[config.mk]
export PLATFORM = sky130hd
export DESIGN_NAME = par_refresh_seq
export DESIGN_NICKNAME = d
export VERILOG_FILES = /design/src/rtl/par_pkg.sv /design/src/rtl/par_window_decode.sv /design/src/rtl/par_row_step.sv /design/src/rtl/par_refresh_seq.sv
export SDC_FILE = /design/constraint.sdc
export NUM_CORES = 1
export LEC_CHECK = 0
export CORE_MARGIN = 2
export CORE_UTILIZATION = 39
export DETAILED_ROUTE_END_ITERATION = 7
export PLACE_DENSITY = 0.63
export SETUP_SLACK_MARGIN = 0.5
export SYNTH_ARGS = -nofsm -noshare
export SYNTH_HDL_FRONTEND = slang
export SYNTH_SLANG_ARGS = --single-unit
[constraint.sdc]
create_clock -name clk -period 1.7 [get_ports clk]
set_input_delay 0.34 -clock clk [delete_from_list [all_inputs] [get_ports clk]]
set_output_delay 0.34 -clock clk [all_outputs]
set_load 0.01 [all_outputs]
[src/rtl/par_pkg.sv]
package par_pkg;

    // Selector codes for the refreshed portion of the array.
    // Bit 2 picks the top anchor, bits 1:0 give the halving count.
    typedef enum logic [2:0] {
        PAR_FULL     = 3'b000,
        PAR_BOT_HALF = 3'b001,
        PAR_BOT_QTR  = 3'b010,
        PAR_BOT_8TH  = 3'b011,
        PAR_NONE     = 3'b100,
        PAR_TOP_HALF = 3'b101,
        PAR_TOP_QTR  = 3'b110,
        PAR_TOP_8TH  = 3'b111
    } par_sel_e;

    function automatic logic par_is_top(input logic [2:0] sel);
        return sel[2];
    endfunction

    function automatic logic [1:0] par_halvings(input logic [2:0] sel);
        return sel[1:0];
    endfunction

endpackage

[src/rtl/par_window_decode.sv]
module par_window_decode
    import par_pkg::*;
#(
    parameter int ROW_W = 13
) (
    input  logic [2:0]       sel,
    output logic             active,
    output logic [ROW_W-1:0] first_row,
    output logic [ROW_W-1:0] last_row
);

    logic [ROW_W-1:0] span_mask;

    // Window size minus one is an all-ones mask shifted by the halving count;
    // the top anchor is its complement, the last row is the OR of both.
    always_comb begin
        span_mask = {ROW_W{1'b1}} >> par_halvings(sel);
        active    = (sel != PAR_NONE);
        first_row = par_is_top(sel) ? ~span_mask : '0;
        last_row  = first_row | span_mask;
    end

endmodule

[src/rtl/par_row_step.sv]
module par_row_step #(
    parameter int ROW_W = 13
) (
    input  logic [ROW_W-1:0] row,
    input  logic [ROW_W-1:0] first_row,
    input  logic [ROW_W-1:0] last_row,
    output logic [ROW_W-1:0] next_row
);

    always_comb begin
        if (row == last_row) begin
            next_row = first_row;
        end else begin
            next_row = row + 1'b1;
        end
    end

endmodule

[src/rtl/par_refresh_seq.sv]
module par_refresh_seq
    import par_pkg::*;
#(
    parameter int WORD_AW = 20,
    parameter int COL_W   = 7
) (
    input  logic                     clk,
    input  logic                     rst_n,
    input  logic                     refresh_en,
    input  logic                     refresh_tick,
    input  logic [2:0]               par_sel,
    input  logic                     refresh_ack,
    output logic                     refresh_req,
    output logic [WORD_AW-COL_W-1:0] refresh_row
);

    localparam int ROW_W = WORD_AW - COL_W;

    typedef struct packed {
        logic             pend;
        logic [ROW_W-1:0] row;
        logic [2:0]       applied;
    } seq_state_t;

    seq_state_t st_d;
    seq_state_t st_q;

    // Window requested by the live selector (used for reload)
    logic             live_active;
    logic [ROW_W-1:0] live_first;
    logic [ROW_W-1:0] live_last;

    // Window currently in use (used for wrap)
    logic             used_active;
    logic [ROW_W-1:0] used_first;
    logic [ROW_W-1:0] used_last;
    logic [ROW_W-1:0] step_row;

    par_window_decode #(.ROW_W(ROW_W)) u_live_win (
        .sel       (par_sel),
        .active    (live_active),
        .first_row (live_first),
        .last_row  (live_last)
    );

    par_window_decode #(.ROW_W(ROW_W)) u_used_win (
        .sel       (st_q.applied),
        .active    (used_active),
        .first_row (used_first),
        .last_row  (used_last)
    );

    par_row_step #(.ROW_W(ROW_W)) u_step (
        .row       (st_q.row),
        .first_row (used_first),
        .last_row  (used_last),
        .next_row  (step_row)
    );

    always_comb begin
        st_d = st_q;
        if (!refresh_en) begin
            // power-down: drop any open request, keep the row
            st_d.pend = 1'b0;
        end else if (st_q.pend) begin
            if (refresh_ack && used_active) begin
                st_d.pend = 1'b0;
                st_d.row  = step_row;
            end
        end else if (refresh_tick && live_active) begin
            st_d.pend    = 1'b1;
            st_d.applied = par_sel;
            if (par_sel != st_q.applied) begin
                st_d.row = live_first;
            end
        end
    end

    always_ff @(posedge clk or negedge rst_n) begin
        if (!rst_n) begin
            st_q.pend    <= 1'b0;
            st_q.row     <= '0;
            st_q.applied <= PAR_FULL;
        end else begin
            st_q <= st_d;
        end
    end

    assign refresh_req = st_q.pend & refresh_en;
    assign refresh_row = st_q.row;

    // live_last is only needed for symmetry of the decoder outputs
    logic unused_live_last;
    assign unused_live_last = ^live_last;

endmodule

==> results of run 1 <==
## registers in the layout, summed over array words and instances, names as in the netlist
register     count
st_q             4
refresh_row     13
## timing repair
| item | 4_1_cts | 5_1_grt |
|---|---|---|
| cloned | 0 | 0 |
| gates resized for setup | 116 | 21 |
| pin swaps | 10 | 6 |
| buffers inserted | 14 | 3 |
| endpoints found under the hold margin | 0 | 0 |
| setup endpoints to repair | 31 | 31 |
## where the power goes
| part | internal [mW] | total, mW | switching (mW) | leakage (nW) |
|---|---|---|---|---|
| Clock | 0.0912 | 0.223 | 0.131 | 0.0150 |
| Combinational | 0.285 | 0.509 | 0.224 | 0.596 |
| Sequential | 0.442 | 0.484 | 0.0420 | 0.223 |
| Total | 0.818 | 1.22 | 0.397 | 0.834 |
## path summary, 6_finish.rpt
path                       slack [ns]         endpoint       startpoint
setup / recovery                -0.17   refresh_row[7]  refresh_row[12]
hold / removal                   0.37  refresh_row[12]            rst_n
setup reg to reg                -0.17   refresh_row[7]  refresh_row[12]
hold reg to reg                  0.60   refresh_row[7]   refresh_row[7]
max in group asynchronous        1.11         st_q[16]            rst_n
min in group clk                 0.37          st_q[2]       par_sel[2]
## worst max-delay path: cells and delay by family, from the launching register on
family / cells / cell delay, ns
buf+inv: 1 / 0.15
compound gates: 4 / 0.65
simple gates: 1 / 0.55
flops: 1 / 0.39
## cells by family after synthesis
group,after synthesis
and+or+nand+nor,49
AOI/OAI and AO/OA,31
buffers and inverters,21
DFF,17
xor gates and xnor gates,6
muxes,6
adders and majority gates,1
## cell type report
| class | count | area, um^2 | share of cell area [%] |
|---|---|---|---|
| multi-input combinational | 93 | 824.5 | 41.39 |
| timing repair buffer | 69 | 640.6 | 32.16 |
| inverter | 4 | 15.01 | 0.7538 |
| tap | 44 | 55.05 | 2.764 |
| sequential | 17 | 430.4 | 21.61 |
| clock buffer | 4 | 26.28 | 1.319 |
## cell usage in the layout, fill, tap and decap left out, types with 2 or more instances in the layout
master and n:
sky130_fd_sc_hd__a32oi_2 3, sky130_fd_sc_hd__and2_1 5, sky130_fd_sc_hd__buf_2 5, sky130_fd_sc_hd__buf_4 26, sky130_fd_sc_hd__buf_6 34, sky130_fd_sc_hd__clkbuf_4 3, sky130_fd_sc_hd__clkdlybuf4s50_1 2, sky130_fd_sc_hd__dfrtp_1 13
sky130_fd_sc_hd__dfrtp_2 4, sky130_fd_sc_hd__dlygate4sd2_1 2, sky130_fd_sc_hd__inv_1 4, sky130_fd_sc_hd__mux2_4 5, sky130_fd_sc_hd__nand2_1 14, sky130_fd_sc_hd__nand3_1 4, sky130_fd_sc_hd__nand4_1 5, sky130_fd_sc_hd__nor2_1 3
sky130_fd_sc_hd__nor3b_2 2, sky130_fd_sc_hd__o211ai_1 5, sky130_fd_sc_hd__o21ai_0 2, sky130_fd_sc_hd__o21ai_1 4, sky130_fd_sc_hd__o221ai_2 2, sky130_fd_sc_hd__o31ai_1 2, sky130_fd_sc_hd__o31ai_2 3, sky130_fd_sc_hd__xnor2_1 4
sky130_fd_sc_hd__xnor2_2 2
## layer usage
layer	GRT usage, %	routed length [um]
met1	25.43	1444
met2	36.02	1914
met3	2.345	94
met4	11.49	89
met5	0	0
==> metrics.md, run 1 <==
| Metric | Value |
|---|---|
| Run status | `finished, violations left` |
| Violations in the final reports | `negative setup slack` |
| Num Clock Sinks | `17` |
| Shortest clock period the worst path allows after layout | `1.867 ns` |
| Post-Synth XOR/XNOR Area | `4.221%` |
| Full die area | `0.003660 mm^2` |
| Chip width | `60.50 um` |
| Synthesized area divided by synthesized cell count | `9.503 um^2` |
| Endpoint arrival time on the critical path | `2.04 ns` |
| Final Worst Setup Slack | `-0.1671 ns` |
| Share of flip-flops with an asynchronous set or reset | `100.0%` |
| Most repeated cell in the gate-level netlist after synthesis | `sky130_fd_sc_hd__dfrtp_1` |
| Clock tree skew after final layout | `approximately 0.0054 ns` |
| Gpl congestion | `0.8381` |
| Leakage Power | `0.8343 nW` |
| Final total negative setup slack | `-1.259 ns` |
| Worst-path cell chain | `or4b_4 > o32ai_4 > o21ai_4 > buf_6 > a32oi_2 > o31ai_2` |
| Total nets after synthesis | `140` |
| Count of mapped cells out of synthesis | `131` |
| Skew-Pair Late Insertion Delay | `0.29 ns` |
| Row count | `20` |
| Number of synthesized register bits | `17` |
| Critical path data required time | `1.87 ns` |
| Share of layout cells above drive strength 1 | `57.22%` |
| Die height | `60.50 um` |
| Number of cell instances on the worst register-to-register path | `6` |
| Wire length of the first global-routing pass | `5664 um` |
| Number of maximum-capacitance constraint violations | `0` |
| Setup-violating endpoint count in the final report | `12` |
| Total CTS buffers | `3` |
| Share of the synthesized area in compound gates (AO/OA/AOI/OAI) | `21.21%` |
| Hold violation count in the final report | `0` |
| Finished Cell Area | `0.001992 mm^2` |
| Number of detailed-routing iterations run before antenna repair | `4` |
| Primary FF master, synth | `sky130_fd_sc_hd__dfrtp_1` |
| Place WS | `-0.4346 ns` |
| Simple-gate share of the synthesized area | `22.41%` |
| Top area cells in the synthesized netlist | `sky130_fd_sc_hd__dfrtp_1, sky130_fd_sc_hd__buf_4, sky130_fd_sc_hd__nand2_1` |
| Worst-margin pin slew | `~0.32 ns` |
| Total power density per cell area | `between 600 and 700 mW/mm^2` |
| Achievable Freq | `0.5356 GHz` |
| Number of levels in the clock H-tree | `1` |
| Nature of the critical path startpoint | `flop` |
| Clock tree from TritonCTS | `yes` |
| Inst Count DP | `210` |
| Vias | `1243` |
| Type of the setup path with the least slack | `flop to flop` |
| Number of top-level pins | `22` |
| Number of diodes | `0` |
| Buffer cell driving the clock tree root | `sky130_fd_sc_hd__clkbuf_4` |
| Combinational family with the most area after synthesis | `simple AND/OR/NAND/NOR gates` |
| Overall track demand over capacity in global routing | `a little over a fifth` |
| Detail-routed net length per standard cell | `15.33 um` |
| Worst-case hold slack | `between 0.3 and 0.4 ns` |
| Yosys cell types | `43` |
| Wire length reported by the detailed router | `between 3000 and 4000 um` |
| Number of global-route vias before repair | `1250` |
| ANT nets after route | `0` |
| Worst-case clock buffer depth | `2` |
| Clock-pin slew on the worst setup and hold paths | `about 0.11 ns` |
| Maximum VDD drop | `roughly 300 uV` |
| Post-synthesis mux area share | `6.030%` |
| Cell area after placement | `0.001627 mm^2` |
| EDFF count, synth | `0` |
| Fill cells | `261` |
| Area share of the largest cell type after synthesis | `34.17%` |
| Detailed-route vias per instance | `approximately 5.4` |
| Hold buffers post-CTS | `0` |
| Max Transition Viols Final | `0` |
| Top cells by instance count after synthesis | `sky130_fd_sc_hd__dfrtp_1, sky130_fd_sc_hd__nand2_1, sky130_fd_sc_hd__buf_4` |
| Area grow syn2layout | `60.00%` |
| CP max stage cell | `sky130_fd_sc_hd__or4b_4` |
| Total congestion overflow after global routing | `0` |
| Setup repair after global routing missed its margin | `true` |
| Post-Syn Area | `about 0.0012 mm^2` |
| Initial cell density of the core | `40.78%` |
| Delay of the slowest cell on the worst path | `0.55 ns` |
| Final instance count without filler cells | `231` |
| Cell taking the most area after synthesis | `sky130_fd_sc_hd__dfrtp_1` |
| Critical Path Fanout Max | `5` |
| Total design power | `1.215 mW` |
| DRC Markers | `0` |
| Share of the clock period used by the worst path | `109.8%` |
| Seq/Total Area, Yosys | `34.17%` |
| Fraction of the mapped netlist area in adder cells | `~1.0%` |
| Number of synthesis warnings | `0` |
| Antenna violations before repair | `0` |
| Worst Hold Class | `input port to async pin` |
| Endpoint class of the critical path | `flop` |
| Standard cell core area | `0.003053 mm^2` |
| Max-Slew Margin vs Limit | `78.44%` |
| Net total in the final layout | `197` |
| Input/output buffers | `21` |
| End-of-flow core utilization | `65.25%` |
| Initial DRC Count | `36` |
| Largest net degree at the start of global routing | `18` |
| HPWL after detailed placement | `2267 um` |
Power figures use the tool's default switching activity.
==> run 2: changes to the inputs <==
- CAP_MARGIN: default -> 10
==> results of run 2 <==
Final layout, timing and power as in run 1 (identical DEF).
